--- config.mk ---
export PLATFORM = sky130hd
export DESIGN_NAME = pe_bypass_chain
export DESIGN_NICKNAME = d
export VERILOG_FILES = /design/src/rtl/pe_chain_pkg.sv /design/src/rtl/pe_data_switch.sv /design/src/rtl/pe_link_scan.sv /design/src/rtl/pe_rx_slot.sv /design/src/rtl/pe_bypass_chain.sv
export SDC_FILE = /design/constraint.sdc
export NUM_CORES = 1
export LEC_CHECK = 0
export ABC_AREA = 1
export CAP_MARGIN = 10
export CORE_ASPECT_RATIO = 0.5
export CORE_MARGIN = 10
export CORE_UTILIZATION = 50
export DETAILED_ROUTE_END_ITERATION = 8
export GPL_TIMING_DRIVEN = 1
export PLACE_DENSITY = 0.85
export SLEW_MARGIN = 20
export SYNTH_ARGS = -nofsm -noshare
export SYNTH_HDL_FRONTEND = slang
export SYNTH_SLANG_ARGS = --single-unit
--- constraint.sdc ---
create_clock -name clk -period 3.6 [get_ports clk]
set_input_delay 0.72 -clock clk [delete_from_list [all_inputs] [get_ports clk]]
set_output_delay 0.72 -clock clk [all_outputs]
set_load 0.05 [all_outputs]
--- src/rtl/pe_chain_pkg.sv ---
// Package: shared encodings for the PE chain.
// Assumes: source select is a 2-bit field decoded by every PE switch.
package pe_chain_pkg;
    typedef enum logic [1:0] {
        SRC_REG   = 2'b00,
        SRC_BCAST = 2'b01,
        SRC_IMM   = 2'b10,
        SRC_NONE  = 2'b11
    } src_sel_e;
endpackage

--- src/rtl/pe_data_switch.sv ---
// Module: per-PE source switch. Chooses the word a PE drives onto the chain.
// Assumes: sel is stable for the cycle. The reserved code drives zero.
module pe_data_switch
    import pe_chain_pkg::*;
#(
    parameter int W = 8
) (
    input  logic [W-1:0] reg_i,
    input  logic [W-1:0] bcast_i,
    input  logic [W-1:0] imm_i,
    input  logic [1:0]   sel_i,
    output logic [W-1:0] out_o
);
    // Decode the source select into the outgoing word
    always_comb begin
        unique case (src_sel_e'(sel_i))
            SRC_REG:   out_o = reg_i;
            SRC_BCAST: out_o = bcast_i;
            SRC_IMM:   out_o = imm_i;
            default:   out_o = '0;
        endcase
    end
endmodule

--- src/rtl/pe_link_scan.sv ---
// Module: combinational bypass scan along the row. For every PE it finds the
// nearest enabled PE on the source side and forwards that PE's word.
// Assumes: delay is linear in N; no pipelining of the chain.
module pe_link_scan #(
    parameter int N = 8,
    parameter int W = 8
) (
    input  logic [N*W-1:0] out_i,
    input  logic [N-1:0]   en_i,
    input  logic           dir_i,
    output logic [N*W-1:0] nb_data_o,
    output logic [N-1:0]   nb_valid_o
);
    logic [W-1:0] up_d   [N];
    logic         up_v   [N];
    logic [W-1:0] dn_d   [N];
    logic         dn_v   [N];

    // Scan upward: carry the last enabled word seen from index 0
    always_comb begin
        logic [W-1:0] run_d;
        logic         run_v;
        run_d = '0;
        run_v = 1'b0;
        for (int i = 0; i < N; i++) begin
            up_d[i] = run_d;
            up_v[i] = run_v;
            if (en_i[i]) begin
                run_d = out_i[i*W +: W];
                run_v = 1'b1;
            end
        end
    end

    // Scan downward: carry the last enabled word seen from index N-1
    always_comb begin
        logic [W-1:0] run_d;
        logic         run_v;
        run_d = '0;
        run_v = 1'b0;
        for (int i = N - 1; i >= 0; i--) begin
            dn_d[i] = run_d;
            dn_v[i] = run_v;
            if (en_i[i]) begin
                run_d = out_i[i*W +: W];
                run_v = 1'b1;
            end
        end
    end

    // Pick the scan that matches the shift direction
    always_comb begin
        for (int i = 0; i < N; i++) begin
            nb_data_o[i*W +: W] = dir_i ? dn_d[i] : up_d[i];
            nb_valid_o[i]       = dir_i ? dn_v[i] : up_v[i];
        end
    end
endmodule

--- src/rtl/pe_rx_slot.sv ---
// Module: per-PE receive register. Captures the neighbour word and flag
// when loaded, holds otherwise.
// Assumes: load already combines the shift strobe and the PE enable.
module pe_rx_slot #(
    parameter int W = 8
) (
    input  logic         clk,
    input  logic         rst_n,
    input  logic         load_i,
    input  logic [W-1:0] nb_data_i,
    input  logic         nb_valid_i,
    output logic [W-1:0] rx_data_o,
    output logic         rx_valid_o
);
    // Hold or capture the received word and flag
    always_ff @(posedge clk) begin
        if (!rst_n) begin
            rx_data_o  <= '0;
            rx_valid_o <= 1'b0;
        end else if (load_i) begin
            rx_data_o  <= nb_data_i;
            rx_valid_o <= nb_valid_i;
        end
    end


    slot_hold_chk: assert property (@(posedge clk) disable iff (!rst_n)
        !load_i |=> ($stable(rx_data_o) && $stable(rx_valid_o)));


    slot_nosrc_chk: assert property (@(posedge clk) disable iff (!rst_n)
        (load_i && !nb_valid_i) |=> (!rx_valid_o && rx_data_o == '0));
endmodule

--- src/rtl/pe_bypass_chain.sv ---
// Module: top of the linear PE chain with bypass. Per-PE source switches
// feed a combinational bypass scan, and its result is registered per PE on a shift.
// Assumes: PE i is at slice i of every flattened port; dir 0 moves words
// toward higher index.
module pe_bypass_chain #(
    parameter int N = 8,
    parameter int W = 8
) (
    input  logic           clk,
    input  logic           rst_n,
    input  logic [N*W-1:0] pe_data_i,
    input  logic [N-1:0]   pe_en_i,
    input  logic [W-1:0]   bcast_i,
    input  logic [W-1:0]   imm_i,
    input  logic           dir_i,
    input  logic [1:0]     src_sel_i,
    input  logic           shift_i,
    output logic [N*W-1:0] rx_data_o,
    output logic [N-1:0]   rx_valid_o
);
    localparam int TOP = N - 1;

    logic [N*W-1:0] out_w;
    logic [N*W-1:0] nb_data_w;
    logic [N-1:0]   nb_valid_w;

    genvar g;
    generate
        for (g = 0; g < N; g++) begin : g_pe
            pe_data_switch #(.W(W)) u_sw (
                .reg_i   (pe_data_i[g*W +: W]),
                .bcast_i (bcast_i),
                .imm_i   (imm_i),
                .sel_i   (src_sel_i),
                .out_o   (out_w[g*W +: W])
            );

            pe_rx_slot #(.W(W)) u_slot (
                .clk        (clk),
                .rst_n      (rst_n),
                .load_i     (shift_i & pe_en_i[g]),
                .nb_data_i  (nb_data_w[g*W +: W]),
                .nb_valid_i (nb_valid_w[g]),
                .rx_data_o  (rx_data_o[g*W +: W]),
                .rx_valid_o (rx_valid_o[g])
            );


            dis_hold_chk: assert property (@(posedge clk) disable iff (!rst_n)
                (shift_i && !pe_en_i[g]) |=>
                    ($stable(rx_data_o[g*W +: W]) && $stable(rx_valid_o[g])));


            rsvd_zero_chk: assert property (@(posedge clk) disable iff (!rst_n)
                (shift_i && pe_en_i[g] && src_sel_i == 2'b11) |=>
                    (rx_data_o[g*W +: W] == '0));


            bcast_chk: assert property (@(posedge clk) disable iff (!rst_n)
                (shift_i && pe_en_i[g] && src_sel_i == 2'b01) |=>
                    (!rx_valid_o[g] || rx_data_o[g*W +: W] == $past(bcast_i)));
        end
    endgenerate

    pe_link_scan #(.N(N), .W(W)) u_scan (
        .out_i      (out_w),
        .en_i       (pe_en_i),
        .dir_i      (dir_i),
        .nb_data_o  (nb_data_w),
        .nb_valid_o (nb_valid_w)
    );


    edge_low_chk: assert property (@(posedge clk) disable iff (!rst_n)
        (shift_i && pe_en_i[0] && !dir_i) |=>
            (!rx_valid_o[0] && rx_data_o[W-1:0] == '0));


    edge_high_chk: assert property (@(posedge clk) disable iff (!rst_n)
        (shift_i && pe_en_i[TOP] && dir_i) |=>
            (!rx_valid_o[TOP] && rx_data_o[TOP*W +: W] == '0));
endmodule

* Word level (Yosys, flattened, before mapping) *
Cells that the tools add are included.

storage, ports and cells
  flip-flop bits (word level) = 72
  input bits = 94

operators by class
  equality and inequality tests = 2
  multiplexer cells = 52
  bitwise gates (word level) = 8
  reduce and logical (&&, ||, !) cells = 1

operators with widths
  cell                count
  $pmux 8 s3          8
  $mux 8              22
  $mux 1              22
  $and 1x1->1         8
  $eq 2x1->1 const B  1
  $eq 2x2->1 const B  1
  $logic_not 2->1     1

* Longest topological paths before layout *
  depth in word-level cells = 10
  depth in mapped cells = 19
  gate-level depth less buffers = 17

* By module *
From an unflattened synthesis, not the netlist that was laid out.

second synthesis, totals
  cells, all modules = 1,229
  area, all modules = 7,128.1 µm²

modules (own cells, without submodules)
  module           times used  cells an instance  area an instance (µm²)  sequential area each (µm²)
  pe_rx_slot       8           57                 446.7                   180.2
  pe_link_scan     1           460                1,988.2                 0.0
  pe_data_switch   8           37                 187.7                   0.0
  pe_bypass_chain  1           17                 65.1                    0.0

* Worst setup path after synthesis *
Ideal clock, no wire load.

  kind = input -> register
  from = in src_sel_i[0]
  to = reg g_pe[7].u_slot.rx_data_o[4]
  arrival time = 2.086 ns
  data required time = 3.532 ns
  path slack = 1.445 ns
  stages = 19
  path buffers = 2
  cells stage by stage = buf_6 -> nor2_8 -> buf_8 -> nand2_1 -> nand3_2 -> nand3_1 -> nand2_1 -> nand2_1 -> nand2_1 -> nand2_1 -> nand2_1 -> nand2_1 -> nand2_1 -> nand2_1 -> nand2_1 -> nand2_1 -> nand2_1 -> nand2_1 -> a21oi_2

on the way
  word-level cells in the longest chain between the ends = 10

ends and longest elaborated chain
  element                                   line                   RTL
  start, declared                           pe_bypass_chain.sv:16  input logic [1:0] src_sel_i,
  $eq 2x2->1, or another cell as far along  pe_data_switch.sv:16   unique case (src_sel_e'(sel_i))
  $pmux 8 s3                                pe_data_switch.sv:16
  $mux 8 (6 in a row)                       pe_link_scan.sv:28     if (en_i[i]) begin
  $mux 8 (*)                                pe_link_scan.sv:28
  $mux 8 (*)                                pe_link_scan.sv:54     nb_data_o[i*W +: W] = dir_i ? dn_d[i] : up_d[i];
  end signal, assigned                      pe_rx_slot.sv:21       rx_data_o <= nb_data_i;
  end, declared                             pe_rx_slot.sv:12       output logic [W-1:0] rx_data_o,

Mark *: on every way between the ends. The rest lies on a longest branch, timed or not.
A chain may end at the register's enable or synchronous reset.

* Worst setup path after layout *
  from = in src_sel_i[1]
  to = reg g_pe[7].u_slot.rx_data_o[1]

The elaborated chain is that of the path after synthesis.

==> metrics.txt <==
Mapped Nets=943; Worst-path clk slew=0.06 ns; Max-Cap Viols=0; flop2flop setup slack=2.88 ns; delay of the slowest critical-path stage=0.57 ns; hold_buf cts=0; Final min period=3.13 ns; Vias=6457; final setup fails=0; crit path kind=in -> reg; fmax=0.320 GHz; Worst Hold Class=reg -> reg; Syn Area/Cell=5.84 um2; clk root buf=clkbuf_16; Slowest cell on crit path=clkdlybuf4s50_1; DR iter-0 viols=989; cts repair resizes=0; fraction of registers with async set/reset=0; final slew viol count=0; slew at the pin closest to its max-slew limit=0.933 ns; post-CTS setup buffers=0; io pins=166; vias in the first global route=6098; clk sinks=72; H-tree levels=3; GRT Total Usage=0.287; CTS buffer count=9; DP HPWL=17100 um; die area=14500 um2; n_diodes=0; Cell Rows=25; Worst EP required=3.87 ns; final setup TNS=0 ns; final hold slack=0.466 ns; TritonRoute pass-1 iters=8; Die Y=90.4 um; CP Launch Type=input pin; dominant cell type by area after synthesis=nand2_1; fraction of layout cells with a size suffix above 1=0.0671; CP dominant cell by count=nand2_1; worst-path fanout max=26; Final nets=1088; Post-synth EDFFs=0; Synth area leaders=nand2_1 (33%), dfxtp_1 (29%), a21oi_1 (8.3%); Post-Syn Area=4960 um2; Synth cell types=24; cells along the critical path=clkdlybuf4s50_1, buf_4, nor2_8, buf_4, nand2_1, nand3_1, nand3_1, nand2_1, nand2_1, nand2_1, nand2_1, nand2_1, nand2_1, nand2_1, nand2_1, nand2_1, nand2_1, nand2_1, nand2_1, a21oi_1; Max clock buf depth=2; GPL Wtd Cong=1.06; top-count cell post-synth=nand2_1; Die X=161 um; Post-route DRC=0; Worst-Skew Late Latency=0.33 ns; drt via density=5.69; DRT antenna net count=0; initial antenna violation count=1; grt ovf=0; Yosys reg bits=72; CTS tree=built; RSZ-0062 raised after global routing=false; I/O Buffers=165; Initial Util=0.519; YS warnings=0; most frequent cells after synthesis=nand2_1 (432), a21oi_1 (82), dfxtp_1 (72); CP endpoint kind=register; post-DR wirelength/cell=19.3 um; peak supply drop=0.000230 V; final wirelength=21900 um; Worst EP arrival=3.40 ns; ratio of final minimum period to clock period=0.869; synthesized netlist cell count=849; PD cells=380 nW/um2; P&R area growth vs syn=41.6%; leakage power=3.28 nW; relative slew slack=0.377; core area=9540 um2; largest net degree at the start of global routing=47; Hold Violations, Final=0; skew final=0 ns; status=finished, final reports clean; global-route wire length before repair=33800 um; Seq/Total Area, Yosys=0.291; top-area cell type share of the netlist area=0.327; ys flop type=dfxtp_1
critical path: cells and delay by family:
family / cells / cell delay, ns
AOI/OAI and AO/OA: 1 / 0.15
and+or+nand+nor: 16 / 1.41
buffers and inverters: 3 / 1.09
sequential cells by signal, summed over array words and instances (netlist names):
| name | count |
|---|---|
| g_pe.u_slot.rx_data_o | 64 |
| g_pe.u_slot.rx_valid_o | 8 |
where the power goes:
group	total (mW)	internal (mW)	switching, mW
clock network	1.03	0.664	0.362
registers	0.854	0.834	0.0205
logic	0.784	0.278	0.507
total	2.66	1.78	0.889
cells in the final DEF, fill, tap and decap left out, types with 2 or more instances in the layout:
cell	instances
inv_1	20
o21ai_0	52
buf_12	2
nand3_2	11
a21oi_1	82
clkdlybuf4s50_1	165
nand3_1	54
clkbuf_16	9
nand2_1	432
inv_2	3
nand2_2	7
buf_4	20
o21bai_1	32
nor2_1	10
dfxtp_1	72
clkinvlp_4	2
a21oi_2	6
clkbuf_8	3
clkinv_1	4
o21ai_1	6
bufinv_16	2
per-layer routing:
layer / global-route usage / part of all wire
met1: 0.371 / 0.40
met2: 0.463 / 0.45
met3: 0.0755 / 0.12
met4: 0.0730 / 0.023
met5: 0 / 0
final timing paths:
path / endpoint / cells past startpoint / from
min reg2reg: g_pe[4].u_slot.rx_data_o[4]$_SDFFE_PN0P_ / 2 / g_pe[4].u_slot.rx_data_o[4]$_SDFFE_PN0P_
max reg2reg: g_pe[6].u_slot.rx_valid_o$_SDFFE_PN0P_ / 4 / g_pe[6].u_slot.rx_valid_o$_SDFFE_PN0P_
min: g_pe[4].u_slot.rx_data_o[4]$_SDFFE_PN0P_ / 2 / g_pe[4].u_slot.rx_data_o[4]$_SDFFE_PN0P_
max: g_pe[7].u_slot.rx_data_o[1]$_SDFFE_PN0P_ / 20 / src_sel_i[1]
through the flow:
step,instance area [um2],std cells,total power [mW],setup WS (ns),utilization
after CTS,7020,1134,2.65,0.580,0.736
after detailed placement,6680,1118,1.63,0.229,0.700
after floorplan,4960,849,1.33,1.45,-
final,7020,1134,2.66,0.473,0.736
after global routing,7020,1134,2.76,0.253,0.736
after global placement,6680,1118,1.63,0.262,0.700
logic make-up (layout without fill, tap and decap cells):
kind of cell	Yosys count	after routing	synth area share
buffers and inverters	80	230	0.0788
flip-flops	72	72	0.291
AND/OR/NAND/NOR	517	517	0.427
AO/OA/AOI/OAI	180	180	0.203
layout make-up:
class	count	area [um2]
Multi-Input combinational cell	697	3120
Fill cell	825	2520
Timing Repair Buffer	187	1840
Sequential cell	72	1440
Clock buffer	12	267
Tap cell	135	169
Inverter	27	101
Clock inverter	4	75.1
Note: power is estimated with default switching activity, not from simulation.
